## src/rtl/ctl_regbank_pkg.sv

```systemverilog
package ctl_regbank_pkg;
  parameter int REG_W    = 8;
  parameter int NUM_CTL  = 11;   // control registers below the window address
  parameter int WIN_ADDR = NUM_CTL;
  parameter int PTR_W    = $clog2(NUM_CTL + 1);
  parameter int MODE_REG = 0;
  parameter int SEL_BIT  = 7;
  parameter int CHAP_REG = 8;
  parameter int ROW_REG  = 9;
  parameter int COL_REG  = 10;

  function automatic logic [REG_W-1:0] reset_value(input int idx);
    return (idx == 5 || idx == 6) ? REG_W'(3) : '0;
  endfunction
endpackage

```

## src/rtl/ctl_ptr.sv

```systemverilog
module ctl_ptr
  import ctl_regbank_pkg::*;
(
  input  logic             clk,
  input  logic             rst_n,
  input  logic             bus_start,
  input  logic             bus_rd,
  input  logic             wr_strobe,
  input  logic [REG_W-1:0] wr_byte,
  input  logic             rd_strobe,
  output logic [PTR_W-1:0] ptr,
  output logic             data_wr,
  output logic             data_rd
);
  localparam logic [PTR_W-1:0] LAST_P = PTR_W'(WIN_ADDR);

  logic             want_sub_q, want_sub_d;
  logic [PTR_W-1:0] ptr_q, ptr_d;

  assign data_wr = wr_strobe && !want_sub_q && !bus_start;
  assign data_rd = rd_strobe && !wr_strobe && !bus_start;

  always_comb begin
    want_sub_d = want_sub_q;
    ptr_d      = ptr_q;
    if (bus_start) begin
      want_sub_d = !bus_rd;
    end else if (wr_strobe && want_sub_q) begin
      want_sub_d = 1'b0;
      if (int'(wr_byte) <= WIN_ADDR) ptr_d = wr_byte[PTR_W-1:0];
    end else if (data_wr || data_rd) begin
      ptr_d = (ptr_q == LAST_P) ? '0 : ptr_q + 1'b1;
    end
  end

  always_ff @(posedge clk or negedge rst_n) begin
    if (!rst_n) begin
      want_sub_q <= 1'b0;
      ptr_q      <= '0;
    end else begin
      want_sub_q <= want_sub_d;
      ptr_q      <= ptr_d;
    end
  end

  assign ptr = ptr_q;
endmodule

```

## src/rtl/ctl_regfile.sv

```systemverilog
module ctl_regfile
  import ctl_regbank_pkg::*;
#(
  parameter int CHAP_W   = 3,
  parameter int ROW_W    = 5,
  parameter int COL_W    = 6,
  parameter int LAST_COL = 39
) (
  input  logic                     clk,
  input  logic                     rst_n,
  input  logic                     wr_en,
  input  logic [PTR_W-1:0]         waddr,
  input  logic [REG_W-1:0]         wdata,
  input  logic                     col_step,
  output logic [NUM_CTL*REG_W-1:0] regs
);
  localparam logic [COL_W-1:0] LAST_C = COL_W'(LAST_COL);

  logic [REG_W-1:0] q [NUM_CTL];
  logic [COL_W-1:0] col_cur;
  logic             col_last;

  assign col_cur  = q[COL_REG][COL_W-1:0];
  assign col_last = (col_cur == LAST_C);

  for (genvar g = 0; g < NUM_CTL; g++) begin : g_reg
    logic [REG_W-1:0] d;

    always_comb begin
      d = q[g];
      if (wr_en && waddr == PTR_W'(g)) d = wdata;
      if (col_step) begin
        if (g == COL_REG)
          d = {q[g][REG_W-1:COL_W], col_last ? {COL_W{1'b0}} : col_cur + 1'b1};
        if (g == ROW_REG && col_last)
          d = {q[g][REG_W-1:ROW_W], q[g][ROW_W-1:0] + 1'b1};
      end
    end

    always_ff @(posedge clk or negedge rst_n) begin
      if (!rst_n) q[g] <= reset_value(g);
      else        q[g] <= d;
    end

    assign regs[g*REG_W +: REG_W] = q[g];
  end
endmodule

```

## src/rtl/ctl_stat_snap.sv

```systemverilog
module ctl_stat_snap
  import ctl_regbank_pkg::*;
(
  input  logic             clk,
  input  logic             rst_n,
  input  logic             capture,
  input  logic             st_60hz,
  input  logic             st_data_ok,
  input  logic             st_sync_ok,
  output logic [REG_W-1:0] stat
);
  logic [REG_W-1:0] stat_q, stat_d;

  always_comb begin
    stat_d = stat_q;
    if (capture) begin
      stat_d                = '0;
      stat_d[REG_W-1]       = st_60hz;
      stat_d[1]             = st_data_ok;
      stat_d[0]             = st_sync_ok;
    end
  end

  always_ff @(posedge clk or negedge rst_n) begin
    if (!rst_n) stat_q <= '0;
    else        stat_q <= stat_d;
  end

  assign stat = stat_q;
endmodule

```

## src/rtl/ctl_regbank.sv

```systemverilog
module ctl_regbank
  import ctl_regbank_pkg::*;
#(
  parameter int CHAP_W   = 3,
  parameter int ROW_W    = 5,
  parameter int COL_W    = 6,
  parameter int LAST_COL = 39,
  localparam int ADDR_W  = CHAP_W + ROW_W + COL_W
) (
  input  logic                     clk,
  input  logic                     rst_n,
  input  logic                     bus_start,
  input  logic                     bus_rd,
  input  logic                     wr_strobe,
  input  logic [REG_W-1:0]         wr_byte,
  input  logic                     rd_strobe,
  output logic [REG_W-1:0]         rd_byte,
  input  logic                     st_60hz,
  input  logic                     st_data_ok,
  input  logic                     st_sync_ok,
  output logic [ADDR_W-1:0]        mem_addr,
  output logic [REG_W-1:0]         mem_wdata,
  output logic                     mem_we,
  output logic                     mem_re,
  input  logic [REG_W-1:0]         mem_rdata,
  output logic [NUM_CTL*REG_W-1:0] cfg_regs
);
  localparam logic [PTR_W-1:0] WIN_P = PTR_W'(WIN_ADDR);

  // reset: asserted asynchronously, released on a clock edge
  logic [1:0] rst_sync_q;
  logic       rst_n_s;
  always_ff @(posedge clk or negedge rst_n) begin
    if (!rst_n) rst_sync_q <= 2'b00;
    else        rst_sync_q <= {rst_sync_q[0], 1'b1};
  end
  assign rst_n_s = rst_sync_q[1];

  logic [PTR_W-1:0] ptr;
  logic             data_wr, data_rd;
  logic [REG_W-1:0] stat_q;
  logic             sel_stat, at_win, win_act;
  logic [COL_W-1:0] col;
  logic [ROW_W-1:0] row;
  logic [CHAP_W-1:0] chap;

  ctl_ptr u_ptr (
    .clk(clk), .rst_n(rst_n_s), .bus_start(bus_start), .bus_rd(bus_rd),
    .wr_strobe(wr_strobe), .wr_byte(wr_byte), .rd_strobe(rd_strobe),
    .ptr(ptr), .data_wr(data_wr), .data_rd(data_rd)
  );

  ctl_stat_snap u_stat (
    .clk(clk), .rst_n(rst_n_s), .capture(bus_start && bus_rd),
    .st_60hz(st_60hz), .st_data_ok(st_data_ok), .st_sync_ok(st_sync_ok),
    .stat(stat_q)
  );

  ctl_regfile #(
    .CHAP_W(CHAP_W), .ROW_W(ROW_W), .COL_W(COL_W), .LAST_COL(LAST_COL)
  ) u_rf (
    .clk(clk), .rst_n(rst_n_s), .wr_en(data_wr), .waddr(ptr), .wdata(wr_byte),
    .col_step(win_act), .regs(cfg_regs)
  );

  assign sel_stat = cfg_regs[MODE_REG*REG_W + SEL_BIT];
  assign at_win   = (ptr == WIN_P);
  assign chap     = cfg_regs[CHAP_REG*REG_W +: CHAP_W];
  assign row      = cfg_regs[ROW_REG*REG_W  +: ROW_W];
  assign col      = cfg_regs[COL_REG*REG_W  +: COL_W];

  assign mem_addr  = {chap, row, col};
  assign mem_wdata = wr_byte;
  assign mem_we    = data_wr && at_win && !sel_stat;
  assign mem_re    = data_rd && at_win && !sel_stat;
  assign win_act   = mem_we || mem_re;

  always_comb begin
    if (!at_win)      rd_byte = '1;
    else if (sel_stat) rd_byte = stat_q;
    else              rd_byte = mem_rdata;
  end
endmodule

```

## config.mk

```make
export PLATFORM = sky130hd
export DESIGN_NAME = ctl_regbank
export DESIGN_NICKNAME = d
export VERILOG_FILES = /design/src/rtl/ctl_regbank_pkg.sv /design/src/rtl/ctl_ptr.sv /design/src/rtl/ctl_regfile.sv /design/src/rtl/ctl_stat_snap.sv /design/src/rtl/ctl_regbank.sv
export SDC_FILE = /design/constraint.sdc
export NUM_CORES = 1
export LEC_CHECK = 0
export BUFFER_PORTS_ARGS = -buffer_cell sky130_fd_sc_hd__buf_2
export CELL_PAD_IN_SITES_DETAIL_PLACEMENT = 1
export CELL_PAD_IN_SITES_GLOBAL_PLACEMENT = 1
export CORE_ASPECT_RATIO = 0.9
export CORE_MARGIN = 2
export CORE_UTILIZATION = 40
export DETAILED_ROUTE_END_ITERATION = 8
export GPL_ROUTABILITY_DRIVEN = 0
export PLACE_DENSITY = 0.93
export RECOVER_POWER = 25
export SYNTH_ARGS = -nofsm -noshare
export SYNTH_HDL_FRONTEND = slang
export SYNTH_SLANG_ARGS = --single-unit
```

## constraint.sdc

```tcl
create_clock -name clk -period 3.88 [get_ports clk]
set_input_delay 0.776 -clock clk [delete_from_list [all_inputs] [get_ports clk]]
set_output_delay 0.776 -clock clk [all_outputs]
set_load 0.02 [all_outputs]
```

==> Word level (Yosys, flattened, before mapping) <==
Index checks and enable logic that the tools add are counted.
{ "word_totals": {"register_bits": 98, "out_inout_bits": 120, "word_cells": 85} }
{ "classes": {"add_sub_neg": 3, "order_cmp": 1, "eq_ne": 14, "muxes": 14, "bitwise": 2, "reduce_logical": 34} }
{ "ops": {"columns": ["op", "count"], "rows": [
  ["$mux W8", 5],
  ["$logic_and A1 B1 Y1", 21],
  ["$mux W6", 3],
  ["$eq A4 B3 Y1 const B", 4],
  ["$eq A4 B4 Y1 const B", 4],
  ["$mux W4", 4],
  ["$eq A4 B2 Y1 const B", 2],
  ["$le A8 B4 Y1 const B", 1],
  ["$add A6 B1 Y6 const B", 1],
  ["$eq A6 B6 Y1 const B", 1],
  ["$reduce_bool A2 Y1", 3],
  ["$add A5 B1 Y5 const B", 1],
  ["$logic_not A1 Y1", 5],
  ["$add A4 B1 Y4 const B", 1],
  ["$eq A4 B1 Y1 const B", 1],
  ["$logic_not A4 Y1", 1],
  ["$ne A2 B2 Y1 const B", 2],
  ["$reduce_and A3 Y1", 1],
  ["$logic_or A1 B1 Y1", 2],
  ["$mux W1", 2],
  ["$not A1 Y1", 2],
  ["$reduce_and A2 Y1", 1]
]} }

==> Longest topological paths before layout <==
Gate-level depths: netlist of run 1.
{ "logic_depth": {"ltp_word": 8, "mapped_depth": 7} }

==> By module <==
A second synthesis of run 1 with hierarchy kept.
{ "unflattened": {"hier_cells": 355, "hier_area_um2": 4551.9} }
{ "modules_own_cells": {"columns": ["module", "instances", "cells_per_inst", "area_each_um2"], "rows": [
  ["ctl_regfile", 1, 257, 3644.7],
  ["ctl_regbank", 1, 49, 397.9],
  ["ctl_ptr", 1, 37, 359.1],
  ["ctl_stat_snap", 1, 12, 150.1]
]} }

==> Least setup slack after synthesis of run 1 <==
Ideal clock, no wire load.
{ "synth_path": {"kind": "flip-flop to output port", "from": "reg u_ptr.ptr_q[0], in the netlist u_ptr.ptr[0]", "to": "out mem_re", "t_arrival_ps": 1610, "required_ps": 3104, "slack_ps": 1494, "path_stages_with_launch": 5, "path_buffers": 1, "path_cell_list": "dfrtp_1 -> ha_1 -> nand4bb_1 -> buf_2 -> nor4b_1"} }
{ "synth_via": {"elab_chain_len": 3} }
{ "synth_rtl": {"columns": ["item", "line_no", "source"], "rows": [
  ["from (decl)", "ctl_ptr.sv:18", "logic [PTR_W-1:0] ptr_q, ptr_d;"],
  ["from (signal assigned)", "ctl_ptr.sv:42", "ptr_q <= ptr_d;"],
  ["$eq A4 B4 Y1", "ctl_regbank.sv:67", "assign at_win = (ptr == WIN_P);"],
  ["$logic_and A1 B1 Y1 (2 in a row)", "ctl_regbank.sv:75", "assign mem_re = data_rd && at_win && !sel_stat;"],
  ["to (decl)", "ctl_regbank.sv:24", "output logic mem_re,"]
]} }
No other way between the ends.

==> Worst setup path in the final report of run 1 <==
Same ends and word-level chain as after synthesis.

==> results.md, run 1 <==
- Largest net degree at the start of global routing: 67
- Status: finished with violations
- CP endpoint: mem_re
- First-pass GRT wire length: approximately 18 mm
- Num ports: ~150
- FF-to-FF path depth: 1
- Seq/Total Area, Yosys: 0.551
- Crit Path Category: flop to output pin
- Post-synth EDFFs: 0
- Die height: ~100 um
- Sequential cell area: between 2000 and 2500 um2
- Simple-gate share of the synthesized area: 0.0962
- Max VDD drop: 0.449 mV
- RSZ-0062 raised after global routing: no
- CTS Root Cell: clkbuf_16
- Port bufs: about 140
- Initial DRC Count: ~110
- Clk_skew: 0.00756 ns
- Die width: around 120 um
- Area growth, synth to finish: 22.7%
- Syn avg cell area: roughly 13 um2
- Synth area leaders: dfrtp_1 53%, mux2_2 19%, buf_4 3.9%
- Synth Flop Type: dfrtp_1
- DRT Pass-1 Iters: 5
- Compound-Gate Fraction of Synth Area: 0.0569
- Highest clock rate: between 300 and 400 MHz
- Starting density of the core: 0.411
- H-Tree Depth: 3
- Post-Synth Adder-Cell Area: 0.0168
- Crit end category: output pin
- Antenna Cells: 0
- Vias in the first global route: around 3400
- DR vias/cell: between 5 and 6
- Worst Hold Class: input pin to asynchronous set/reset pin
- Post-Route WL: 11.9 mm
- Worst endpoint required time: around 3.1 ns
- Hold_buf cts: 0
- Startpoint Class: flop
- DR vias: 3278
- Crit path max fanout: 9
- Die area: approximately 12000 um2
- Slowest CP cell: dfrtp_1
- Mux contribution to synthesized area: 0.220
- Multi-input gate area: around 1700 um2
- Critical Path Max Stage Delay: about 0.42 ns
- Worst endpoint data arrival time: 2.03 ns
- Final nets: between 500 and 600
- Setup TNS: 0 ns
- Final slew viol count: 67
- Drt wl/cell: about 19 um
- Initial antenna violation count: 0
- Drc violations: 0
- Post-Synth XOR/XNOR Area: 0
- Share of the synthesized area in the top cell type: 0.527
- CP Launch Point: u_ptr.ptr[0]$_DFFE_PN0P_
- Hold_ws: 0.212 ns
- Number of core rows: 36
- Layout filler cell count: approximately 1200
- P_leak: ~2.8 nW
- Cells along the critical path: ha_1 > nand4bb_1 > nor4b_1 > buf_2
- Final setup violation count: 0
- Max Cap Viol: 1
- Clk slew on worst S/H paths: roughly 0.070 ns
- Failing checks: capacitance limit, slew limit
- Worst skew pair latency: around 0.33 ns
- GRT Overall Usage: 0.199
- Yosys top cell by area: dfrtp_1
- Mapped Cells: approximately 360
- GRT overflow: 0
- Syn Std Cell Area: between 4000 and 5000 um2
- Final Critical Period: between 2 and 3 ns
- Async SR Flop Fraction: 1.00
- # resized after CTS: 0
- Core Box Area: 10900 um2
- Commonest cells post-synth: 94 x dfrtp_1, 75 x mux2_2, 25 x nand2_1
- Total setup buffers inserted after CTS: 0
- Clock buffer depth: 2
- Worst rel slew slack: -0.745
- Worst flop-to-flop path startpoint: rst_sync_q[1]$_DFF_PN0_
- Syn_nets: a little under 400
- Slew @ Worst Pin: roughly 2.6 ns
- Clk sink count: 98
- CTS buffer count: 9
- ANT nets after route: 0
- Most instantiated library cell after synthesis: dfrtp_1
- Final Hold Viols: 0
- Setup slack, reg-to-reg: roughly 1.2 ns
- Pwr dens: 841 nW/um2
- Yosys cell types: 47
- Largest family of logic cells by synthesized area: multiplexers
- Period utilisation layout: 0.724
- Dpl hpwl: about 8.7 mm
- R2r endpoint: u_rf.regs[49]$_DFFE_PN1P_
- #FFs+latches synth: roughly 100
- TritonCTS clock tree: built
- Layout cells sized above 1: 0.505
- YS warnings: 0
## state kept, by name, summed over array words and instances (netlist names)
| register | flops |
|---|---|
| u_rf.regs | 88 |
| u_ptr.ptr | 4 |
| u_stat.stat | 3 |
| rst_sync_q | 2 |
| u_ptr.want_sub_q | 1 |
## worst max-delay path, delay by kind of cell (launching register included)
| kind | cells | cell delay [ns] |
|---|---|---|
| and+or+nand+nor | 2 | 0.76 |
| DFF | 1 | 0.42 |
| adders and majority gates | 1 | 0.29 |
| buffers and inverters | 1 | 0.22 |
## power breakdown
part | switching, mW | internal [mW] | leakage, nW
clock | 0.395 | 0.589 | 0.158
combinational | 1.09 | 0.721 | 1.40
sequential | 0.344 | 1.46 | 1.24
total | 1.83 | 2.77 | 2.80
## metal layers
layer  up-vias  share of wire  wire length [um]  GRT usage
met5         -              0                 0          0
li1       1464              -                 -          -
met1      1684           0.42              4970      0.257
met4         0          0.011               127     0.0387
met2       117           0.52              6200      0.346
met3        13          0.053               631     0.0385
## worst min-delay path by stage
stage / start / to / slack [ns] / cells past startpoint
floorplan: rst_sync_q[0]$_DFF_PN0_ / rst_sync_q[1]$_DFF_PN0_ / 0.33 / 0
global placement: rst_sync_q[0]$_DFF_PN0_ / rst_sync_q[1]$_DFF_PN0_ / 0.34 / 0
detailed placement: rst_sync_q[0]$_DFF_PN0_ / rst_sync_q[1]$_DFF_PN0_ / 0.35 / 0
CTS: rst_n / rst_sync_q[1]$_DFF_PN0_ / 0.20 / 1
global route: rst_n / rst_sync_q[0]$_DFF_PN0_ / 0.20 / 1
finish: rst_n / rst_sync_q[1]$_DFF_PN0_ / 0.21 / 1
## area by class of cell
type	instances	share of cell area
clock buffers	11	0.0443
clock inverters	5	0.0160
inverters	8	0.00549
multi-input cells	212	0.318
flip-flops and latches	98	0.449
well taps	152	0.0347
repair buffers	145	0.132
## cells in the final DEF, fill, tap and decap left out, types with 3 or more instances in the layout
master and n:
a21oi_1 6, a31oi_1 3, and3_1 4, buf_2 141, clkbuf_1 4, clkbuf_16 9
dfrtp_1 94, dfstp_2 4, ha_1 6, inv_1 8, mux2_1 4, mux2_2 75
mux2i_1 9, nand2_1 25, nand2b_1 4, nand3_1 8, nor2_1 9, nor3_1 6
nor3b_1 3, o211ai_1 3, o21ai_0 16
## logic make-up (layout without fill, tap and decap cells)
logic type / count (synthesis) / count (layout)
AOI/OAI and AO/OA: 41 / 41
adders and majority gates: 6 / 6
buffers and inverters: 46 / 169
DFF: 98 / 98
muxes: 88 / 88
other: 1 / 1
and+or+nand+nor: 76 / 76
## stage by stage
| stage | worst slack, ns | instances | util | power [mW] | instance area, um2 |
|---|---|---|---|---|---|
| floorplan | 0.955 | 356 | - | 3.01 | 4460 |
| global placement | 1.38 | 615 | 0.475 | 3.55 | 5150 |
| detailed placement | 1.32 | 615 | 0.475 | 3.66 | 5150 |
| CTS | 1.10 | 631 | 0.505 | 4.65 | 5480 |
| global route | 0.684 | 631 | 0.504 | 4.84 | 5470 |
| finish | 1.07 | 631 | 0.504 | 4.60 | 5470 |
No activity file was read; power rests on OpenSTA's default activity.
==> run 2: changes to the inputs <==
--- a/config.mk
+++ b/config.mk
@@ -10,10 +10,10 @@
 export CELL_PAD_IN_SITES_GLOBAL_PLACEMENT = 1
 export CORE_ASPECT_RATIO = 0.9
 export CORE_MARGIN = 2
-export CORE_UTILIZATION = 40
+export CORE_UTILIZATION = 36
 export DETAILED_ROUTE_END_ITERATION = 8
 export GPL_ROUTABILITY_DRIVEN = 0
-export PLACE_DENSITY = 0.93
+export PLACE_DENSITY = 0.89
 export RECOVER_POWER = 25
 export SYNTH_ARGS = -nofsm -noshare
 export SYNTH_HDL_FRONTEND = slang
==> constraint.sdc (replaced) <==
create_clock -name clk -period 2.4 [get_ports clk]
set_input_delay 0.48 -clock clk [delete_from_list [all_inputs] [get_ports clk]]
set_output_delay 0.48 -clock clk [all_outputs]
set_load 0.02 [all_outputs]
==> results.md, run 2 (synthesis gave the netlist of run 1 again) <==
- Status: finished with violations
- Failing checks: capacitance limit, slew limit
- Vias in the first global route: 3565
- Setup slack, reg-to-reg: 0.15 ns
- Crit path max fanout: 6
- Max VDD drop: around 0.78 mV
- HP Start: bus_rd
- DR vias: ~3300
- R2r endpoint: u_rf.regs[76]$_DFF_PN0_
- Drc violations: 0
- Post-Route WL: around 13 mm
- Most frequent cells in the layout: 142 x buf_2, 94 x dfrtp_1, 75 x mux2_2
- # resized after CTS: 0
- Core Box Area: about 12000 um2
- Hold depth: 2
- Worst endpoint required time: between 1.5 and 2 ns
- Number of core rows: 38
- H-Tree Depth: 3
- Clk slew on worst S/H paths: 0.07 ns
- Startpoint Class: flop
- DRT Pass-1 Iters: 4
- Initial DRC Count: about 140
- Worst skew pair latency: about 0.34 ns
- Dpl hpwl: between 9 and 10 mm
- TritonCTS clock tree: built
- RSZ-0062 raised after global routing: yes
- Antenna Cells: 0
- Final WS setup: between 0.07 and 0.08 ns
- CTS buffer count: 9
- Clk_skew: around 0.0061 ns
- First-pass GRT wire length: between 15 and 20 mm
- Total setup buffers inserted after CTS: 0
- CP endpoint: mem_re
- DR vias/cell: between 5 and 6
- Pwr dens: 1320 nW/um2
- Starting density of the core: 0.369
- Clock network power share: 0.189
- Total Power: between 7 and 8 mW
- Num ports: 145
- Worst endpoint data arrival time: about 1.9 ns
- Crit Path Category: flop to output pin
- Highest clock rate: 429 MHz
- Layout filler cell count: about 1400
- Final slew viol count: 46
- Final nets: ~500
- Post-route cell area: between 5000 and 6000 um2
- GRT Overall Usage: 0.197
- Final setup violation count: 0
- Die area: roughly 13000 um2
- Port bufs: around 140
- Drt wl/cell: 19.7 um
- Initial antenna violation count: 0
- Worst flop-to-flop path startpoint: u_rf.regs[80]$_DFFE_PN0P_
- FF-to-FF path depth: 7
- Period utilisation layout: 0.971
- Placed cell areas: between 5000 and 6000 um2
- Die width: about 120 um
- Dpl ws: ~0.19 ns
- ANT nets after route: 0
- Clock buffer depth: 2
- CTS Root Cell: clkbuf_16
- Crit end category: output pin
- Sequential cell area: 2460 um2
- Psw: between 2 and 3 mW
- P_leak: around 2.8 nW
- Multi-input gate area: between 1500 and 2000 um2
- Final Hold Viols: 0
- Switching fraction of total power: 0.410
- Final Critical Period: 2.33 ns
- Leading cell type in the layout, fill and taps excluded: buf_2
- CP Launch Point: u_ptr.ptr[1]$_DFFE_PN0P_
- Worst Hold Class: input pin to flop
- Slew @ Worst Pin: approximately 1.8 ns
- Die height: between 100 and 150 um
- GRT overflow: 0
- Largest net degree at the start of global routing: 53
- Max reg flops: between 80 and 90
- Layout cells sized above 1: 0.511
- Gate power share: 0.414
- Area growth, synth to finish: 23.0%
- Clk sink count: 98
- Worst rel slew slack: -0.201
- Max Cap Viol: 1
- Seq pwr share: 0.396
- Internal: 4.28 mW
[run 2: timing repair]
| action | in CTS | in global routing |
|---|---|---|
| endpoints found under the setup margin | 0 | 7 |
| hold endpoints to repair | 2 | 0 |
| hold buffers | 1 | 0 |
[run 2: cell type report]
type	count	share of cell area
clock buffers	11	0.0442
clock inverters	5	0.00684
inverters	8	0.00547
multi-input cells	212	0.317
flip-flops and latches	98	0.448
well taps	160	0.0365
repair buffers	151	0.142
[run 2: per-layer routing]
layer  wire length (um)  share of wire  global-route usage
met1               5140           0.40               0.234
met2               6490           0.51               0.349
met3                853          0.067              0.0508
met4                256          0.020              0.0698
met5                  0              0                   0
[run 2: worst max-delay path, stage by stage (launching register included)]
cell,delay (ns)
dfrtp_1,0.43
ha_1,0.28
nand4bb_1,0.28
nor4b_1,0.30
buf_2,0.22
[run 2: per-stage QoR]
| step | hold slack [ns] | cells | setup TNS, ns | util |
|---|---|---|---|---|
| floorplan | 0.184 | 356 | 0 | - |
| global placement | 0.266 | 628 | 0 | 0.432 |
| detailed placement | 0.267 | 628 | 0 | 0.432 |
| CTS | 0.325 | 645 | 0 | 0.456 |
| global route | 0.327 | 645 | -1.75 | 0.454 |
| finish | 0.329 | 645 | 0 | 0.454 |
[run 2: power by group through the flow]
stage               combinational (mW)  sequential [mW]  clock [mW]
floorplan                         1.24             3.63           0
global placement                  2.94             2.82           0
detailed placement                3.03             2.89           0
CTS                               3.05             2.88        1.41
global route                      3.22             2.99        1.46
finish                            3.01             2.88        1.38
[run 2: worst min path at each step]
stage	end	slack (ns)
after global routing	u_ptr.want_sub_q$_DFFE_PN0P_	0.33
after floorplan	rst_sync_q[0]$_DFF_PN0_	0.18
final	u_ptr.want_sub_q$_DFFE_PN0P_	0.33
after CTS	u_ptr.want_sub_q$_DFFE_PN0P_	0.33
after global placement	rst_sync_q[0]$_DFF_PN0_	0.27
after detailed placement	rst_sync_q[0]$_DFF_PN0_	0.27
==> run 3: changes to the inputs <==
--- a/config.mk
+++ b/config.mk
@@ -5,12 +5,13 @@
 export SDC_FILE = /design/constraint.sdc
 export NUM_CORES = 1
 export LEC_CHECK = 0
-export BUFFER_PORTS_ARGS = -buffer_cell sky130_fd_sc_hd__buf_2
+export BUFFER_PORTS_ARGS = -buffer_cell sky130_fd_sc_hd__clkbuf_2
 export CELL_PAD_IN_SITES_DETAIL_PLACEMENT = 1
 export CELL_PAD_IN_SITES_GLOBAL_PLACEMENT = 1
 export CORE_ASPECT_RATIO = 0.9
 export CORE_MARGIN = 2
 export CORE_UTILIZATION = 36
+export CTS_CLUSTER_SIZE = 16
 export DETAILED_ROUTE_END_ITERATION = 8
 export GPL_ROUTABILITY_DRIVEN = 0
 export PLACE_DENSITY = 0.89
==> results.md, run 3 (synthesis gave the netlist of run 1 again) <==
- Status: finished with violations
- Failing checks: capacitance limit, slew limit
- Clock buffer depth: 2
- Final slew viol count: between 40 and 50
- CTS buffer count: 9
- CP Launch Point: u_rf.regs[80]$_DFFE_PN0P_
- Worst skew pair latency: about 0.34 ns
- Slew @ Worst Pin: ~1.9 ns
- Drc violations: 0
- Max Cap Viol: 1
- Internal: between 4 and 5 mW
- Total setup buffers inserted after CTS: 0
- Initial DRC Count: 130
- Final setup violation count: 0
- Crit path max fanout: 6
- Psw: 2.99 mW
- Final Critical Period: 2.25 ns
- Dpl hpwl: around 9.1 mm
- Sequential cell area: 2460 um2
- Final nets: a little over 500
- H-Tree Depth: 3
- GRT Overall Usage: 0.192
- Crit end category: flop
- Starting density of the core: 0.369
- Number of core rows: 38
- Port bufs: between 100 and 150
- Worst endpoint data arrival time: around 2.5 ns
- DR vias: approximately 3300
- Clk_skew: 0.00765 ns
- Multi-input gate area: roughly 1800 um2
- Vias in the first global route: between 3000 and 4000
- Final core utilization: 0.458
- Initial antenna violation count: 0
- GRT overflow: 0
- Worst flop-to-flop path startpoint: u_rf.regs[80]$_DFFE_PN0P_
- Clk sink count: 98
- Area growth, synth to finish: 24.0%
- Antenna Cells: 0
- Worst Hold Class: input pin to flop
- Num ports: approximately 150
- Hold_ws: about 0.33 ns
- DRT Pass-1 Iters: 4
- Drt wl/cell: 19.3 um
- RSZ-0062 raised after global routing: no
- Largest net degree at the start of global routing: 53
- Worst rel slew slack: -0.266
- Pwr dens: 1330 nW/um2
- ANT nets after route: 0
- Die height: around 110 um
- Post-Route WL: ~12 mm
- Highest clock rate: between 400 and 500 MHz
- HP Start: bus_rd
- Final Hold Viols: 0
- TritonCTS clock tree: built
- Switching fraction of total power: 0.407
- Clock network power share: 0.196
- Crit Path Category: flop to flop
- DR vias/cell: about 5.1
- Layout cells sized above 1: 0.519
- Max reg flops: a little under 90
- Setup TNS: 0 ns
- Leading cell type in the layout, fill and taps excluded: clkbuf_2
- Period utilisation layout: 0.939
- Worst endpoint required time: between 2 and 3 ns
- Most frequent cells in the layout: 142 x clkbuf_2, 94 x dfrtp_1, 75 x mux2_2
- Seq pwr share: 0.396
- Core Box Area: around 12000 um2
- CTS Root Cell: clkbuf_16
- Gate power share: 0.408
- P_leak: 2.80 nW
- Layout filler cell count: between 1000 and 1500
- Startpoint Class: flop
- Die width: 121 um
- First-pass GRT wire length: ~19 mm
- Clk slew on worst S/H paths: around 0.070 ns
- Die area: roughly 13000 um2
- Max VDD drop: about 0.66 mV
-- run 3: repair_timing --
item,CTS,global route
endpoints found under the hold margin,2,0
hold buffers,1,0
resized for setup,0,4
endpoints found under the setup margin,0,6
-- run 3: through the flow --
step | total power [mW] | instances | setup WS [ns] | cell area [um2]
finish | 7.34 | 646 | 0.146 | 5530
global route | 7.77 | 646 | 0.0238 | 5530
CTS | 7.44 | 646 | 0.0251 | 5520
detailed placement | 5.95 | 629 | 0.182 | 5220
global placement | 5.77 | 629 | 0.227 | 5220
floorplan | 4.87 | 356 | 0.181 | 4460
-- run 3: area by class of cell --
type | instances | share of cell area
inverters | 8 | 0.00543
flip-flops and latches | 98 | 0.444
multi-input cells | 212 | 0.318
clock inverters | 5 | 0.0113
well taps | 160 | 0.0362
clock buffers | 11 | 0.0421
repair buffers | 152 | 0.143
-- run 3: routing by layer --
layer  vias up  GRT usage  part of all wire  wire length [um]
met4         0     0.0624            0.0099               123
met2       102      0.341              0.52              6530
met5         -          0                 0                 0
met3        13     0.0451             0.055               691
li1       1489          -                 -                 -
met1      1683      0.232              0.41              5110
-- run 3: worst max-delay path: stages (launching register included) --
cell	delay, ns
dfrtp_1	0.43
ha_1	0.22
nand2_1	0.08
or4b_1	0.58
buf_4	0.21
nor2_8	0.13
mux2i_1	0.09
or3_1	0.38
-- run 3: power by group through the flow --
stage	registers, mW	logic, mW	clock network, mW
finish	2.91	2.99	1.44
global route	3.01	3.21	1.55
floorplan	3.63	1.24	0
detailed placement	2.93	3.02	0
CTS	2.91	3.04	1.50
global placement	2.85	2.92	0
-- run 3: worst paths after layout --
| check | cells after the start | to | slack (ns) |
|---|---|---|---|
| setup / recovery | 7 | u_rf.regs[76]$_DFF_PN0_ | 0.15 |
| hold / removal | 2 | u_ptr.want_sub_q$_DFFE_PN0P_ | 0.33 |
| setup reg to reg | 7 | u_rf.regs[76]$_DFF_PN0_ | 0.15 |
| hold reg to reg | 0 | rst_sync_q[1]$_DFF_PN0_ | 0.35 |
| max in group asynchronous | 1 | u_rf.regs[40]$_DFFE_PN1P_ | 0.48 |
| min in group asynchronous | 2 | rst_sync_q[0]$_DFF_PN0_ | 0.45 |
